**src/rtl/cfghs_pkg.sv**
```systemverilog
package cfghs_pkg;

  typedef enum logic [1:0] {
    ST_SCAN   = 2'd0,
    ST_REPLAY = 2'd1,
    ST_PASS   = 2'd2
  } cfghs_state_e;

  localparam logic [7:0] ONES_BYTE = 8'hFF;

endpackage

```
**src/rtl/cfghs_field_walker.sv**
```systemverilog
module cfghs_field_walker #(
  parameter int IDX_W      = 24,
  parameter int HDR_OFS    = 15,
  parameter int NUM_FIELDS = 4,
  parameter int FIELD_GAP  = 3
) (
  input  logic             clk,
  input  logic             rst,
  input  logic             clear,
  input  logic             step,
  input  logic [IDX_W-1:0] idx,
  input  logic [7:0]       data,
  output logic             search_en
);
  localparam int CNT_W = $clog2(NUM_FIELDS + 1);

  logic [CNT_W-1:0] left_q;
  logic [IDX_W-1:0] next_q;
  logic             on_len;

  assign on_len    = (left_q != '0) && (idx == next_q);
  assign search_en = (left_q == '0) && (idx >= next_q);

  always_ff @(posedge clk) begin
    if (rst || clear) begin
      left_q <= CNT_W'(NUM_FIELDS);
      next_q <= IDX_W'(HDR_OFS);
    end else if (step && on_len) begin
      next_q <= idx + IDX_W'(data) + IDX_W'(FIELD_GAP);
      left_q <= left_q - 1'b1;
    end
  end
endmodule

```
**src/rtl/cfghs_sync_detect.sv**
```systemverilog
module cfghs_sync_detect #(
  parameter int         PRE_LEN  = 4,
  parameter logic [3:0] SYNC_NIB = 4'h3
) (
  input  logic       clk,
  input  logic       rst,
  input  logic       clear,
  input  logic       step,
  input  logic       quad,
  input  logic [7:0] data,
  output logic       hit
);
  localparam int RUN_W = (PRE_LEN > 2) ? $clog2(PRE_LEN) : 1;
  localparam logic [RUN_W-1:0] RUN_TOP = RUN_W'(PRE_LEN - 1);

  logic             prev_ff;
  logic [RUN_W-1:0] run_q;
  logic             is_ff;

  assign is_ff = (data == cfghs_pkg::ONES_BYTE);

  always_comb begin
    if (quad) hit = is_ff && (run_q == RUN_TOP);
    else      hit = prev_ff && (data[7:4] == SYNC_NIB);
  end

  always_ff @(posedge clk) begin
    if (rst || clear) begin
      prev_ff <= 1'b0;
      run_q   <= '0;
    end else if (step) begin
      prev_ff <= is_ff;
      if (!is_ff)                run_q <= '0;
      else if (run_q != RUN_TOP) run_q <= run_q + 1'b1;
    end
  end
endmodule

```
**src/rtl/cfghs_replay_buf.sv**
```systemverilog
module cfghs_replay_buf #(
  parameter int PRE_LEN = 4
) (
  input  logic clk,
  input  logic rst,
  input  logic load,
  input  logic load_last,
  input  logic pop,
  output logic active,
  output logic final_beat,
  output logic ends_file
);
  localparam int CNT_W = $clog2(PRE_LEN + 1);

  logic [CNT_W-1:0] cnt_q;
  logic             last_q;

  assign active     = (cnt_q != '0);
  assign final_beat = (cnt_q == CNT_W'(1));
  assign ends_file  = last_q;

  always_ff @(posedge clk) begin
    if (rst) begin
      cnt_q  <= '0;
      last_q <= 1'b0;
    end else if (load) begin
      cnt_q  <= CNT_W'(PRE_LEN);
      last_q <= load_last;
    end else if (pop && active) begin
      cnt_q <= cnt_q - 1'b1;
    end
  end
endmodule

```
**src/rtl/cfg_hdr_skip.sv**
```systemverilog
module cfg_hdr_skip #(
  parameter int         IDX_W      = 24,
  parameter int         HDR_OFS    = 15,
  parameter int         NUM_FIELDS = 4,
  parameter int         FIELD_GAP  = 3,
  parameter int         PRE_LEN    = 4,
  parameter logic [3:0] SYNC_NIB   = 4'h3
) (
  input  logic             clk,
  input  logic             rst,
  input  logic             sync_mode,
  input  logic             in_valid,
  output logic             in_ready,
  input  logic [7:0]       in_data,
  input  logic             in_last,
  output logic             out_valid,
  input  logic             out_ready,
  output logic [7:0]       out_data,
  output logic             out_last,
  output logic             start_found,
  output logic [IDX_W-1:0] start_offset,
  output logic             sync_missing
);
  import cfghs_pkg::*;

  localparam logic [IDX_W-1:0] BACK_STEP = IDX_W'(PRE_LEN - 1);
  localparam logic [IDX_W-1:0] ONE_STEP  = IDX_W'(1);

  cfghs_state_e     st_q;
  logic [IDX_W-1:0] idx_q;
  logic             out_free, accept, scan_step, srch_step, matched;
  logic             file_end, rep_pop, pass_load;
  logic             search_en, hit;
  logic             rep_active, rep_final, rep_ends;

  assign out_free = !out_valid || out_ready;

  always_comb begin
    case (st_q)
      ST_SCAN: in_ready = 1'b1;
      ST_PASS: in_ready = out_free;
      default: in_ready = 1'b0;
    endcase
  end

  assign accept    = in_valid && in_ready;
  assign scan_step = accept && (st_q == ST_SCAN);
  assign srch_step = scan_step && search_en;
  assign matched   = srch_step && hit;
  assign file_end  = accept && in_last;
  assign rep_pop   = (st_q == ST_REPLAY) && out_free && rep_active;
  assign pass_load = (st_q == ST_PASS) && accept;

  cfghs_field_walker #(
    .IDX_W(IDX_W), .HDR_OFS(HDR_OFS), .NUM_FIELDS(NUM_FIELDS), .FIELD_GAP(FIELD_GAP)
  ) u_walk (
    .clk(clk), .rst(rst), .clear(file_end), .step(scan_step),
    .idx(idx_q), .data(in_data), .search_en(search_en)
  );

  cfghs_sync_detect #(
    .PRE_LEN(PRE_LEN), .SYNC_NIB(SYNC_NIB)
  ) u_sync (
    .clk(clk), .rst(rst), .clear(file_end), .step(srch_step),
    .quad(sync_mode), .data(in_data), .hit(hit)
  );

  cfghs_replay_buf #(
    .PRE_LEN(PRE_LEN)
  ) u_replay (
    .clk(clk), .rst(rst), .load(matched && sync_mode), .load_last(in_last),
    .pop(rep_pop), .active(rep_active), .final_beat(rep_final), .ends_file(rep_ends)
  );

  // stream byte index, restarted after each file
  always_ff @(posedge clk) begin
    if (rst)           idx_q <= '0;
    else if (file_end) idx_q <= '0;
    else if (accept)   idx_q <= idx_q + ONE_STEP;
  end

  always_ff @(posedge clk) begin
    if (rst) begin
      st_q         <= ST_SCAN;
      out_valid    <= 1'b0;
      out_data     <= '0;
      out_last     <= 1'b0;
      start_found  <= 1'b0;
      start_offset <= '0;
      sync_missing <= 1'b0;
    end else begin
      start_found  <= 1'b0;
      sync_missing <= 1'b0;

      if (pass_load) begin
        out_valid <= 1'b1;
        out_data  <= in_data;
        out_last  <= in_last;
      end else if (rep_pop) begin
        out_valid <= 1'b1;
        out_data  <= ONES_BYTE;
        out_last  <= rep_final && rep_ends;
      end else if (out_ready) begin
        out_valid <= 1'b0;
      end

      case (st_q)
        ST_SCAN: begin
          if (matched) begin
            start_found  <= 1'b1;
            start_offset <= sync_mode ? (idx_q - BACK_STEP) : (idx_q + ONE_STEP);
            if (sync_mode)    st_q <= ST_REPLAY;
            else if (!in_last) st_q <= ST_PASS;
          end else if (scan_step && in_last) begin
            sync_missing <= 1'b1;
          end
        end
        ST_REPLAY: begin
          if (rep_pop && rep_final) st_q <= rep_ends ? ST_SCAN : ST_PASS;
        end
        ST_PASS: begin
          if (file_end) st_q <= ST_SCAN;
        end
        default: st_q <= ST_SCAN;
      endcase
    end
  end
endmodule

```
**config.mk**
```make
export PLATFORM = sky130hd
export DESIGN_NAME = cfg_hdr_skip
export DESIGN_NICKNAME = d
export VERILOG_FILES = /design/src/rtl/cfghs_pkg.sv /design/src/rtl/cfghs_field_walker.sv /design/src/rtl/cfghs_sync_detect.sv /design/src/rtl/cfghs_replay_buf.sv /design/src/rtl/cfg_hdr_skip.sv
export SDC_FILE = /design/constraint.sdc
export NUM_CORES = 1
export LEC_CHECK = 0
export BUFFER_PORTS_ARGS = -buffer_cell sky130_fd_sc_hd__buf_4
export CORE_MARGIN = 2
export CORE_UTILIZATION = 32
export CTS_CLUSTER_DIAMETER = 40
export DETAILED_ROUTE_END_ITERATION = 6
export PLACE_DENSITY = 0.55
export SYNTH_ARGS = -nofsm -noshare
export SYNTH_HDL_FRONTEND = slang
export SYNTH_SLANG_ARGS = --single-unit
```
**constraint.sdc**
```tcl
create_clock -name clk -period 4.1 [get_ports clk]
set_input_delay 0.41 -clock clk [delete_from_list [all_inputs] [get_ports clk]]
set_output_delay 0.41 -clock clk [all_outputs]
set_load 0.03 [all_outputs]
```
Word level (Yosys, flattened, before mapping)
Index checks and enable logic that the tools add are counted.
{"block": "word_totals", "register_bits": 96, "out_inout_bits": 37}
{"block": "classes", "add_sub_neg": 7, "magnitude_cmp": 1, "n_eq_ne": 13, "n_mux": 23, "n_bitwise": 1, "reduce_logical": 35}
{"operator": "$add A24 B1 Y24 const B", "count": 1}
{"operator": "$add A24 B2 Y24 const B", "count": 1}
{"operator": "$add A24 B8 Y24", "count": 1}
{"operator": "$eq A24 B24 Y1", "count": 1}
{"operator": "$ge A24 B24 Y1", "count": 1}
{"operator": "$mux W24", "count": 1}
{"operator": "$sub A24 B2 Y24 const B", "count": 1}
{"operator": "$logic_and A1 B1 Y1", "count": 18}
{"operator": "$mux W2", "count": 8}
{"operator": "$mux W8", "count": 2}
{"operator": "$reduce_bool A3 Y1", "count": 3}
{"operator": "$eq A8 B8 Y1 const B", "count": 1}
{"operator": "$mux W1", "count": 8}
{"operator": "$mux W3", "count": 2}
{"operator": "$ne A2 B2 Y1 const B", "count": 3}
{"operator": "$pmux W2 S3", "count": 1}
{"operator": "$reduce_or A2 Y1", "count": 3}
{"operator": "$sub A3 B1 Y3 const B", "count": 2}
{"operator": "$eq A2 B2 Y1 const B", "count": 2}
{"operator": "$eq A4 B2 Y1 const B", "count": 1}
{"operator": "$ne A2 B1 Y1 const B", "count": 2}
{"operator": "$reduce_and A2 Y1", "count": 2}
{"operator": "$reduce_and A4 Y1", "count": 1}
{"operator": "$reduce_bool A2 Y1", "count": 2}
{"operator": "11 further kinds", "count": 12}

Longest topological paths before layout
{"block": "logic_depth", "ltp_word": 9, "mapped_depth": 12, "ltp_nobuf": 12}

Cells and area by module
Synthesis repeated with hierarchy kept, for this count alone.
{"block": "unflattened", "cells_unflattened": 745, "hier_area_um2": 6327.3}
{"mod": "cfg_hdr_skip", "n_inst": 1, "cells_each": 413, "area_each_um2": 3512.1}
{"mod": "cfghs_field_walker", "n_inst": 1, "cells_each": 285, "area_each_um2": 2381.0}
{"mod": "cfghs_replay_buf", "n_inst": 1, "cells_each": 22, "area_each_um2": 221.5}
{"mod": "cfghs_sync_detect", "n_inst": 1, "cells_each": 25, "area_each_um2": 212.7}

Worst setup path after synthesis
Ideal clock, no wire load.
{"block": "synth_timing", "path_type": "input to register", "startpoint": "input port in_data[1]", "endpoint": "register u_walk.next_q[19]", "arrival_time_ns": 2.721, "t_required_ns": 4.030, "slack_ns": 1.309, "path_stages": 12, "n_path_buf": 0, "cell_sequence": "inv_1 -> ha_1 -> inv_1 -> ha_1 -> inv_1 -> fa_1 -> nor2b_1 -> o2111ai_1 -> a311oi_1 -> nand3_1 -> xor2_1 -> a21oi_1"}
{"block": "synth_between", "elab_chain_cells": 2}
{"item": "start: declaration", "line_no": "cfg_hdr_skip.sv:14", "text": "input logic [7:0] in_data,"}
{"item": "$add A24 B8 Y24", "line_no": "cfghs_field_walker.sv:29", "text": "next_q <= idx + IDX_W'(data) + IDX_W'(FIELD_GAP);"}
{"item": "$add A24 B2 Y24", "line_no": "cfghs_field_walker.sv:29"}
{"item": "end signal: assignment", "line_no": "cfghs_field_walker.sv:27", "text": "next_q <= IDX_W'(HDR_OFS);"}
{"item": "end signal: assignment", "line_no": "cfghs_field_walker.sv:29"}
{"item": "end: declaration", "line_no": "cfghs_field_walker.sv:18", "text": "logic [IDX_W-1:0] next_q;"}
Every way passes these cells.
A chain may end at the register's enable or synchronous reset.

Worst setup path after layout
{"block": "layout_timing", "startpoint": "register idx_q[18]", "endpoint": "register st_q[0]"}
{"block": "layout_between", "elab_chain_cells": 6}
{"item": "start: declaration", "line_no": "cfg_hdr_skip.sv:30", "text": "logic [IDX_W-1:0] idx_q;"}
{"item": "start signal: assignment", "line_no": "cfg_hdr_skip.sv:79", "text": "else if (accept) idx_q <= idx_q + ONE_STEP;"}
{"item": "$ge A24 B24 Y1", "line_no": "cfghs_field_walker.sv:22", "text": "assign search_en = (left_q == '0) && (idx >= next_q);"}
{"item": "$logic_and A1 B1 Y1", "line_no": "cfghs_field_walker.sv:22"}
{"item": "$logic_and A1 B1 Y1", "line_no": "cfg_hdr_skip.sv:48", "text": "assign srch_step = scan_step && search_en;"}
{"item": "$logic_and A1 B1 Y1", "line_no": "cfg_hdr_skip.sv:49", "text": "assign matched = srch_step && hit;"}
{"item": "$ne A2 B2 Y1 (no line)"}
{"item": "$reduce_and A4 Y1 (no line)"}
{"item": "end signal: assignment", "line_no": "cfg_hdr_skip.sv:119", "text": "if (rep_pop && rep_final) st_q <= rep_ends ? ST_SCAN : ST_PASS;"}
{"item": "end: declaration", "line_no": "cfg_hdr_skip.sv:29", "text": "cfghs_state_e st_q;"}
Every way passes these cells.

==> summary.md <==
| Metric | Value |
|---|---|
| Port Buf Inserts | `50` |
| Unrepaired setup endpoints after global routing | `no` |
| WL per Instance | `~16 µm` |
| Flops & latches, synth | `96` |
| Yosys cell types | `between 60 and 70` |
| CTS tree | `built` |
| Final WS setup | `around 1.1 ns` |
| Mapped Avg Cell Area | `a little over 8 µm²` |
| Vias | `5221` |
| Worst Skew | `0.00737 ns` |
| Status | `complete, no violations` |
| Top delay family on crit path | `simple AND/OR/NAND/NOR gates` |
| Gr usage total | `between 10% and 20%` |
| EDFF count, synth | `0` |
| Total iterations of the first detailed-routing run | `4` |
| Slew @ Worst Pin | `around 0.99 ns` |
| Final Util | `between 30 and 40%` |
| Reg2Reg Setup Slack | `1.08 ns` |
| Top-area cell type share of the netlist area | `between 30% and 40%` |
| Post-DP Area | `6620 µm²` |
| Worst VDD drop | `just under 0.2 mV` |
| Min Tclk post-route | `~3.0 ns` |
| Ports | `51` |
| Clock Sinks | `96` |
| CP required | `approximately 4.3 ns` |
| Fmax | `approximately 0.33 GHz` |
| Inserted Clock Buffers | `9` |
| Fin crit share | `73.7%` |
| Final ANT Viol Nets | `0` |
| CTS H-tree depth | `3` |
| Worst R2R End | `st_q[0]` |
| Clock Latency Late Sink | `around 0.36 ns` |
| Filler Cell Count | `1968` |
| Largest net degree at the start of global routing | `slightly below 50` |
| Final cell count without fillers | `between 1000 and 1500` |
| Setup WS pre-CTS | `between 1 and 1.5 ns` |
| Root Driver | `clkbuf_16` |
| Post-CTS sizing | `0` |
| Area growth, synth to finish | `14.3%` |
| DRC Markers | `0` |
| Setup TNS | `0 ns` |
| Synth top cells by count | `dfxtp_1 (96), nor2_1 (69), ha_1 (47)` |
| Max Fanout on Critical Path | `27` |
| Cts hold-fix bufs | `0` |
| Die height | `approximately 140 µm` |
| WS Path Type | `flop to flop` |
| Syn_nets | `800` |
| Final Hold Fails | `0` |
| Hold Startpoint | `in_last` |
| N_diodes | `0` |
| Arrival time of the worst setup path | `approximately 3.2 ns` |
| Area of the core | `around 19000 µm²` |
| Cell Pwr Density | `between 200 and 300 nW/µm²` |
| Leakage power | `roughly 2.7 nW` |
| Yosys top cell by area | `dfxtp_1` |
| Endpoint, Worst Hold | `u_replay.ends_file` |
| Critical-path cell list | `ha_1 > nand4_1 > nor2_1 > a22oi_1 > or3_1 > and3_1 > o21ai_0` |
| Buf/Inv on CP | `0` |
| Fin. max-slew vios | `0` |
| Dpl cells | `a little under 1000` |
| Final nets | `between 800 and 900` |
| Rows | `50` |
| Starting Density | `32.4%` |
| Max stage delay on crit path | `0.81 ns` |
| Cell count after synthesis | `738` |
| Starting DRC count in detailed routing | `a little over 300` |
| Hold WS | `0.349 ns` |
| Worst R2R Path Depth | `7` |
| Launch point of the worst reg-to-reg path | `idx_q[18]` |
| Count leader, synth | `dfxtp_1` |
| Crit path launch type | `flop` |
| GRT overflow | `0` |
| First-pass GRT wire length | `about 27000 µm` |
| Sequential-to-total area share from yosys stat | `31.8%` |
| Routed WL | `16200 µm` |
| Register area | `roughly 1900 µm²` |
| Layout cells sized above 1 | `14.7%` |
| Worst-path clk slew | `about 0.07 ns` |
| Worst Hold Class | `primary input to flop` |
| Die area | `about 20000 µm²` |
| Die W | `about 140 µm` |
| Yosys warning count | `0` |
| Hold depth | `3` |
| CTS max path bufs | `2` |
| CP Capture Type | `flop` |
| Mapped cell area | `roughly 6000 µm²` |
| Footprint of the multi-input gates | `3710 µm²` |
| Design Area, Final | `6910 µm²` |
| Total power | `~1.9 mW` |
| Area contributors post-synth | `dfxtp_1 (32%), ha_1 (9.7%), xnor2_1 (5.6%), nor2_1 (4.3%), xor2_1 (3.6%)` |
| # setup viols final | `0` |
| Vias in the first global route | `slightly below 5000` |
| # Post-CTS Setup Buffers | `0` |
| GPL Wtd Cong | `around 0.82` |
| Post-synth ARST share | `0%` |
| Max_slew headroom | `33.7%` |
| Most common flop cell mapped by yosys | `dfxtp_1` |
| Initial antenna violation count | `0` |
| Max Cap Viol | `0` |
| Post-DP HPWL | `between 10000 and 15000 µm` |
| Vias per inst | `5.22` |
| Critical-path top delay cell | `and3_1` |
==> layout make-up <==
type                            count  area share, %
Inverter                           46           2.50
Sequential cell                    96           27.8
Timing Repair Buffer               70           7.60
Clock buffer                       10           3.31
Clock inverter                      5          0.851
Multi-Input combinational cell    540           53.7
Tap cell                          234           4.24
==> placed cells by master (no fill, tap or decap), types with 11 or more instances in the layout <==
cell type and instances:
o21ai_0 32, a21oi_1 39, xor2_1 25, or3_1 14, nor2_1 69, a31o_2 17
nand3_1 20, a311oi_1 17, inv_1 46, nand2_1 46, nor2b_1 11, xnor2_1 39
ha_1 47, dfxtp_1 96, nand4_1 23, nor3_1 18, a211oi_1 12, buf_4 70
==> how the worst max path moves through the flow <==
stage                    start           endpoint  depth (start not counted)
floorplan           in_data[1]  u_walk.next_q[19]                         12
global placement      idx_q[6]            st_q[0]                          7
detailed placement   idx_q[18]            st_q[0]                          7
CTS                  idx_q[19]            st_q[0]                          7
global route          idx_q[1]  u_walk.next_q[19]                         13
finish               idx_q[18]            st_q[0]                          7
==> sequential cells by signal, summed over array words and instances (netlist names) <==
register / count
out_valid: 1
start_found: 1
out_data: 8
idx_q: 24
u_sync.prev_ff: 1
start_offset: 24
u_walk.left_q: 3
u_walk.next_q: 24
st_q: 2
u_sync.run_q: 2
sync_missing: 1
out_last: 1
u_replay.ends_file: 1
u_replay.cnt_q: 3
==> per-layer routing <==
layer  vias up  track usage [%]  share of wire, %
met3        16             3.14               3.6
met2        70             26.7                46
met4         0             5.26               1.7
li1       2701                -                 -
met1      2434             22.9                49
met5         -                0                 0
==> kinds of logic after synthesis <==
family / count (synthesis) / synth area share (%)
xor+xnor: 64 / 9.27
compound gates: 174 / 20.1
fa+ha+maj: 48 / 10.1
simple gates: 246 / 20.6
mux: 8 / 1.32
flops: 96 / 31.8
buf+inv: 102 / 6.87
==> power by group <==
| group | switching (mW) | internal (mW) | total, mW | leakage, nW |
|---|---|---|---|---|
| combinational | 0.0742 | 0.0485 | 0.123 | 1.76 |
| sequential | 0.00330 | 0.934 | 0.937 | 0.773 |
| clock | 0.372 | 0.470 | 0.842 | 0.135 |
==> worst min-delay path, delay by kind of cell <==
family / cells / cell delay [ns]
buf+inv: 1 / 0.14
mux: 1 / 0.05
simple gates: 1 / 0.05
Power figures use the tool's default switching activity.
